$ cat src/rtl/xlat_tlb_pkg.sv
package xlat_tlb_pkg;

   typedef enum logic [1:0] {
      ACC_READ  = 2'd0,
      ACC_WRITE = 2'd1,
      ACC_EXEC  = 2'd2,
      ACC_RSVD  = 2'd3
   } acc_e;

   localparam int PERM_W   = 3;
   localparam int PERM_RD  = 2;
   localparam int PERM_WR  = 1;
   localparam int PERM_EX  = 0;

   function automatic logic perm_allows(input logic [1:0] acc, input logic [PERM_W-1:0] perm);
      logic ok;
      case (acc)
         ACC_READ:  ok = perm[PERM_RD];
         ACC_WRITE: ok = perm[PERM_WR];
         ACC_EXEC:  ok = perm[PERM_EX];
         default:   ok = 1'b0;
      endcase
      return ok;
   endfunction

endpackage

$ cat src/rtl/xlat_tlb_store.sv
module xlat_tlb_store #(
   parameter int ENTRIES = 16,
   parameter int VPN_W   = 16,
   parameter int PPN_W   = 12,
   parameter int PERM_W  = 3,
   localparam int IDX_W  = $clog2(ENTRIES)
) (
   input  logic                              clk,
   input  logic                              rst_n,
   input  logic                              wr_en,
   input  logic [IDX_W-1:0]                  wr_idx,
   input  logic [VPN_W-1:0]                  wr_vpn,
   input  logic [PPN_W-1:0]                  wr_ppn,
   input  logic [PERM_W-1:0]                 wr_perm,
   input  logic                              flush,
   output logic [ENTRIES-1:0]                valid,
   output logic [ENTRIES-1:0][VPN_W-1:0]     vpn_tab,
   output logic [ENTRIES-1:0][PPN_W-1:0]     ppn_tab,
   output logic [ENTRIES-1:0][PERM_W-1:0]    perm_tab
);

   for (genvar e = 0; e < ENTRIES; e++) begin : g_slot
      logic sel;
      assign sel = wr_en && (wr_idx == IDX_W'(e));

      always_ff @(posedge clk or negedge rst_n) begin
         if (!rst_n) begin
            valid[e] <= 1'b0;
         end else if (flush) begin
            valid[e] <= 1'b0;
         end else if (sel) begin
            valid[e] <= 1'b1;
         end
      end

      always_ff @(posedge clk or negedge rst_n) begin
         if (!rst_n) begin
            vpn_tab[e]  <= '0;
            ppn_tab[e]  <= '0;
            perm_tab[e] <= '0;
         end else if (sel && !flush) begin
            vpn_tab[e]  <= wr_vpn;
            ppn_tab[e]  <= wr_ppn;
            perm_tab[e] <= wr_perm;
         end
      end
   end

endmodule

$ cat src/rtl/xlat_tlb_cam.sv
module xlat_tlb_cam #(
   parameter int ENTRIES = 16,
   parameter int VPN_W   = 16,
   localparam int IDX_W  = $clog2(ENTRIES)
) (
   input  logic [ENTRIES-1:0]            valid,
   input  logic [ENTRIES-1:0][VPN_W-1:0] vpn_tab,
   input  logic [VPN_W-1:0]              key,
   output logic [ENTRIES-1:0]            match,
   output logic                          any,
   output logic [IDX_W-1:0]              idx
);

   for (genvar e = 0; e < ENTRIES; e++) begin : g_cmp
      assign match[e] = valid[e] && (vpn_tab[e] == key);
   end

   assign any = |match;

   always_comb begin
      idx = '0;
      for (int e = 0; e < ENTRIES; e++) begin
         if (match[e]) idx = idx | IDX_W'(e);
      end
   end

endmodule

$ cat src/rtl/xlat_tlb_victim.sv
module xlat_tlb_victim #(
   parameter int ENTRIES = 16,
   localparam int IDX_W  = $clog2(ENTRIES)
) (
   input  logic               clk,
   input  logic               rst_n,
   input  logic [ENTRIES-1:0] valid,
   input  logic               fill_en,
   input  logic               fill_hit,
   input  logic [IDX_W-1:0]   fill_hit_idx,
   input  logic               flush,
   output logic [IDX_W-1:0]   wr_idx
);

   logic [IDX_W-1:0] rr_ptr;
   logic [IDX_W-1:0] free_idx;
   logic             free_any;
   logic             evict;

   always_comb begin
      free_idx = '0;
      free_any = 1'b0;
      for (int e = ENTRIES - 1; e >= 0; e--) begin
         if (!valid[e]) begin
            free_idx = IDX_W'(e);
            free_any = 1'b1;
         end
      end
   end

   assign evict  = fill_en && !flush && !fill_hit && !free_any;
   assign wr_idx = fill_hit ? fill_hit_idx : (free_any ? free_idx : rr_ptr);

   always_ff @(posedge clk or negedge rst_n) begin
      if (!rst_n) begin
         rr_ptr <= '0;
      end else if (evict) begin
         if (rr_ptr == IDX_W'(ENTRIES - 1)) rr_ptr <= '0;
         else                               rr_ptr <= rr_ptr + 1'b1;
      end
   end

endmodule

$ cat src/rtl/xlat_tlb.sv
module xlat_tlb #(
   parameter int VA_W    = 32,
   parameter int PA_W    = 28,
   parameter int OFS_W   = 16,
   parameter int ENTRIES = 16,
   localparam int VPN_W  = VA_W - OFS_W,
   localparam int PPN_W  = PA_W - OFS_W,
   localparam int PERM_W = xlat_tlb_pkg::PERM_W,
   localparam int IDX_W  = $clog2(ENTRIES)
) (
   input  logic              clk,
   input  logic              rst_n,
   input  logic              lk_req,
   input  logic [VA_W-1:0]   lk_va,
   input  logic [1:0]        lk_acc,
   output logic [PA_W-1:0]   lk_pa,
   output logic              lk_pa_vld,
   output logic              lk_hit,
   output logic              lk_miss,
   output logic              lk_trap,
   input  logic              fl_en,
   input  logic [VPN_W-1:0]  fl_vpn,
   input  logic [PPN_W-1:0]  fl_ppn,
   input  logic [PERM_W-1:0] fl_perm,
   input  logic              flush
);

   import xlat_tlb_pkg::*;

   if (ENTRIES < 2 || (1 << IDX_W) != ENTRIES) begin : g_bad_entries
      $error("xlat_tlb: ENTRIES must be a power of two of at least 2");
   end
   if (OFS_W < 1 || VA_W <= OFS_W || PA_W <= OFS_W) begin : g_bad_widths
      $error("xlat_tlb: address widths must exceed the offset width");
   end

   logic [ENTRIES-1:0]             valid;
   logic [ENTRIES-1:0][VPN_W-1:0]  vpn_tab;
   logic [ENTRIES-1:0][PPN_W-1:0]  ppn_tab;
   logic [ENTRIES-1:0][PERM_W-1:0] perm_tab;

   logic [ENTRIES-1:0] lk_match;
   logic               lk_any;
   logic [IDX_W-1:0]   lk_idx;

   logic [ENTRIES-1:0] fl_match;
   logic               fl_any;
   logic [IDX_W-1:0]   fl_idx;
   logic [IDX_W-1:0]   wr_idx;

   xlat_tlb_store #(
      .ENTRIES(ENTRIES), .VPN_W(VPN_W), .PPN_W(PPN_W), .PERM_W(PERM_W)
   ) u_store (
      .clk(clk), .rst_n(rst_n),
      .wr_en(fl_en), .wr_idx(wr_idx),
      .wr_vpn(fl_vpn), .wr_ppn(fl_ppn), .wr_perm(fl_perm),
      .flush(flush),
      .valid(valid), .vpn_tab(vpn_tab), .ppn_tab(ppn_tab), .perm_tab(perm_tab)
   );

   xlat_tlb_cam #(.ENTRIES(ENTRIES), .VPN_W(VPN_W)) u_lk_cam (
      .valid(valid), .vpn_tab(vpn_tab), .key(lk_va[VA_W-1:OFS_W]),
      .match(lk_match), .any(lk_any), .idx(lk_idx)
   );

   xlat_tlb_cam #(.ENTRIES(ENTRIES), .VPN_W(VPN_W)) u_fl_cam (
      .valid(valid), .vpn_tab(vpn_tab), .key(fl_vpn),
      .match(fl_match), .any(fl_any), .idx(fl_idx)
   );

   xlat_tlb_victim #(.ENTRIES(ENTRIES)) u_victim (
      .clk(clk), .rst_n(rst_n), .valid(valid),
      .fill_en(fl_en), .fill_hit(fl_any), .fill_hit_idx(fl_idx),
      .flush(flush), .wr_idx(wr_idx)
   );

   logic [PPN_W-1:0]  sel_ppn;
   logic [PERM_W-1:0] sel_perm;
   logic              allowed;

   assign sel_ppn  = ppn_tab[lk_idx];
   assign sel_perm = perm_tab[lk_idx];
   assign allowed  = perm_allows(lk_acc, sel_perm);

   assign lk_hit    = lk_req && lk_any;
   assign lk_miss   = lk_req && !lk_any;
   assign lk_trap   = lk_hit && !allowed;
   assign lk_pa_vld = lk_hit && allowed;
   assign lk_pa     = {sel_ppn, lk_va[OFS_W-1:0]};

endmodule

$ cat config.mk
export PLATFORM = sky130hd
export DESIGN_NAME = xlat_tlb
export DESIGN_NICKNAME = d
export VERILOG_FILES = /design/src/rtl/xlat_tlb_pkg.sv /design/src/rtl/xlat_tlb_store.sv /design/src/rtl/xlat_tlb_cam.sv /design/src/rtl/xlat_tlb_victim.sv /design/src/rtl/xlat_tlb.sv
export SDC_FILE = /design/constraint.sdc
export NUM_CORES = 2
export LEC_CHECK = 0
export ABC_AREA = 0
export BUFFER_PORTS_ARGS = -buffer_cell sky130_fd_sc_hd__buf_4
export CORE_MARGIN = 5
export CORE_UTILIZATION = 50
export DETAILED_ROUTE_END_ITERATION = 10
export PLACE_DENSITY = 0.66
export SLEW_MARGIN = 0
export SYNTH_ARGS = -nofsm -noshare
export SYNTH_HDL_FRONTEND = slang
export SYNTH_SLANG_ARGS = --single-unit
$ cat constraint.sdc
create_clock -name clk -period 9.56 [get_ports clk]
set_clock_uncertainty 0.2 [all_clocks]
set_input_delay 1.434 -clock clk [delete_from_list [all_inputs] [get_ports clk]]
set_output_delay 1.434 -clock clk [all_outputs]
set_load 0.005 [all_outputs]
==> results.cfg <==
[cts]
cts_setup_buffers = 0
cts-root-buf = clkbuf_16
clk_latency_ps = 640
postCtsHoldBufs = 0
cts.path.max_buffers = 3
cts_tree = built
clock-sinks = 516
cts_resized = 0
cts_buffers = 56
ctsHtreeMaxLevel = 2
path_clk_slew_ps = 60

[power]
p_sw_share_pct = 26.2
power_density_nw_per_um2 = 169
p_leak_nw = 14.7
ir_worst_vdd_uv = 151
comb_power_share_pct = 12.5
clock_power_share_pct = 41.6
switching_power_mw = 1.40
p_seq_share_pct = 45.9
internal_power_mw = 3.93
power.total_mw = 5.33

[die]
ioPinCount = 102
die-height_um = 252
num_rows = 88
initial_utilization_pct = 50.6
dieArea_um2 = 63500
die_x_um = 252
core_area_um2 = 57900

[final_layout]
drive_above_1_share_pct = 30.2
fin_nets = 2435
synthToLayoutAreaGrowth_pct = 7.75
ff_latch_area_um2 = 12900
stdcell_area_um2 = 31600
nFillCells = 4993
multiInputGateArea_um2 = 15100

[logic_synthesis]
synthCells = 2439
ys_types = 71
yosysSeqAreaShare_pct = 44.1
synth_area_um2 = 29300
yosys_warnings = 0
ys.flop_type = dfrtp_1
synth.largest_area_cell = dfrtp_1
syn_avg_cell_area_um2 = 12.0
yosysMostFrequentCell = dfrtp_1
synthTopCellsByCount = dfrtp_1 (516), mux2_2 (423), xnor2_1 (355)
syn-num-nets = 2510
synth_edf_count = 0
synthArstFlopShare_pct = 100
ys_seq_elements = 516
yosys-top-cells-area = dfrtp_1 (44%), mux2_2 (16%), xnor2_1 (11%), xor2_1 (4.7%), mux2_4 (4.6%)
synth_top_area_share_pct = 44.1

[worst_setup_path]
crit_path_end_kind = output pin
cp-start-kind = primary input
required_ps = 7930
crit_type = in2out
path_max_fanout = 77
cp.arrival_ps = 5350

[drt]
dr.pass1.iters = 5
drt_iter0_markers = 1265
viasPerCell = 5.98
ant_nets = 0
drt_wl_total_um = 80900
wire_per_inst_um = 25.5
drc = 0
vias = 19000

[global_routing]
globalRouteMet2Util_pct = 42.9
grt_pass1_wl_um = 124000
overflow = 0
grt_busiest_layer = met2
grtUsageMet3_pct = 3.99
grt_util_met1_pct = 32.8
antenna_found_initial = 3
grt_max_degree = 174
grt_usage_pct = 25.1
grt_pass1_vias = 20000

[sta]
min_period_ps = 6990
post-route-period-util_pct = 73.1
worst_slew_pin_slew_ps = 1220
rsz0062_at_grt = false
setup_viol = 0
slew-limit-headroom_pct = 18.9
fmax_ghz = 0.143
drv_slew = 0
fin_tns_setup_ps = 0
hold_viol = 0

[run]
max_cap_violations = 0

[min_path]
hold_path.class = reg2reg

[place]
place_congestion = 0.924
hpwl_um = 49600
dpl_cell_area_um2 = 29700
io_buffers = 69

[run_status]
status = completed
==> cell families after synthesis <==
kind of cell	synth area share (%)
multiplexers	25.2
flip-flops	44.1
XOR/XNOR	15.3
AND/OR/NAND/NOR	7.16
buffers and inverters	4.71
AO/OA/AOI/OAI	3.46
adder cells (fa/ha/maj)	0.0427
==> power by group through the flow <==
stage	Clock (mW)	Sequential (mW)	Combinational (mW)
after floorplan	0	2.45	0.488
after global placement	0	2.47	0.650
after detailed placement	0	2.48	0.666
after CTS	2.27	2.44	0.670
after global routing	2.35	2.46	0.728
final	2.22	2.44	0.666
==> cell usage in the layout (no fill, tap or decap), types with 4 or more instances in the layout <==
| master | synthesis | layout |
|---|---|---|
| a211oi_1 | 28 | 28 |
| a21o_1 | 10 | 10 |
| a21oi_1 | 51 | 51 |
| a22oi_1 | 6 | 6 |
| and2_1 | 10 | 8 |
| and3_1 | 8 | 6 |
| and4bb_2 | 4 | 4 |
| buf_4 | 49 | 83 |
| bufinv_16 | 0 | 4 |
| clkbuf_1 | 51 | 10 |
| clkbuf_16 | 0 | 56 |
| clkbuf_8 | 0 | 13 |
| clkinv_2 | 0 | 11 |
| dfrtp_1 | 516 | 516 |
| inv_1 | 15 | 15 |
| mux2_1 | 37 | 37 |
| mux2_2 | 423 | 423 |
| mux2_4 | 89 | 89 |
| mux2i_1 | 87 | 87 |
| nand2_1 | 71 | 67 |
| nand2_2 | 0 | 4 |
| nand3_1 | 29 | 29 |
| nand4_1 | 75 | 75 |
| nor2_1 | 76 | 75 |
| nor3_1 | 27 | 26 |
| nor4_1 | 47 | 47 |
| o21ai_0 | 17 | 17 |
| or2_2 | 5 | 5 |
| or3_1 | 6 | 6 |
| or4_1 | 9 | 8 |
| xnor2_1 | 355 | 355 |
| xor2_1 | 158 | 158 |
==> cell type report <==
cell class	instances	share of cell area [%]
repair buffers	87	2.21
clock inverters	20	0.828
well taps	765	3.03
clock buffers	79	5.13
inverters	16	0.190
flip-flops and latches	516	40.9
diodes	1	0.00793
multi-input cells	1687	47.7
==> critical path, stage by stage <==
cell and delay [ps]:
buf_4 390, xnor2_1 150, nand4_1 160, or4_1 190, o22ai_1 260, nor4_4 1030
buf_12 490, mux2_2 250, nor2_1 40, a211oi_1 260, a211oi_1 90, a21oi_1 350
buf_4 190
==> routing by layer <==
layer,vias up,share of wire [%],routed length (µm)
li1,8308,-,-
met5,-,0.035,28
met4,4,3.2,2560
met1,9948,42,34000
met2,553,49,39800
met3,159,5.4,4390
==> final timing paths <==
path	end	cells past startpoint	startpoint	slack [ps]
setup / recovery	lk_pa[17]	13	lk_va[26]	2570
setup reg to reg	u_store.vpn_tab[125]	9	u_store.valid[10]	4900
hold / removal	u_store.ppn_tab[20]	1	u_store.ppn_tab[20]	290
min in group asynchronous	u_store.vpn_tab[187]	1	rst_n	720
max in group asynchronous	u_store.ppn_tab[16]	2	rst_n	6970
hold reg to reg	u_store.ppn_tab[20]	1	u_store.ppn_tab[20]	290
==> registers in the layout, summed over array words and instances (netlist names) <==
signal	cells
u_store.perm_tab	48
u_victim.rr_ptr	4
u_store.valid	16
u_store.vpn_tab	256
u_store.ppn_tab	192
==> stage by stage <==
| step | hold slack, ps | util (%) | setup WS (ps) | instances |
|---|---|---|---|---|
| 2_1_floorplan | 258 | - | 3800 | 2439 |
| 3_3_place_gp | 267 | 51.3 | 2620 | 3071 |
| 3_5_place_dp | 278 | 51.3 | 2630 | 3071 |
| 4_1_cts | 291 | 54.5 | 2600 | 3170 |
| 5_1_grt | 304 | 54.5 | 2440 | 3170 |
| 6_report | 290 | 54.5 | 2570 | 3171 |
Power figures use the tool's default switching activity.
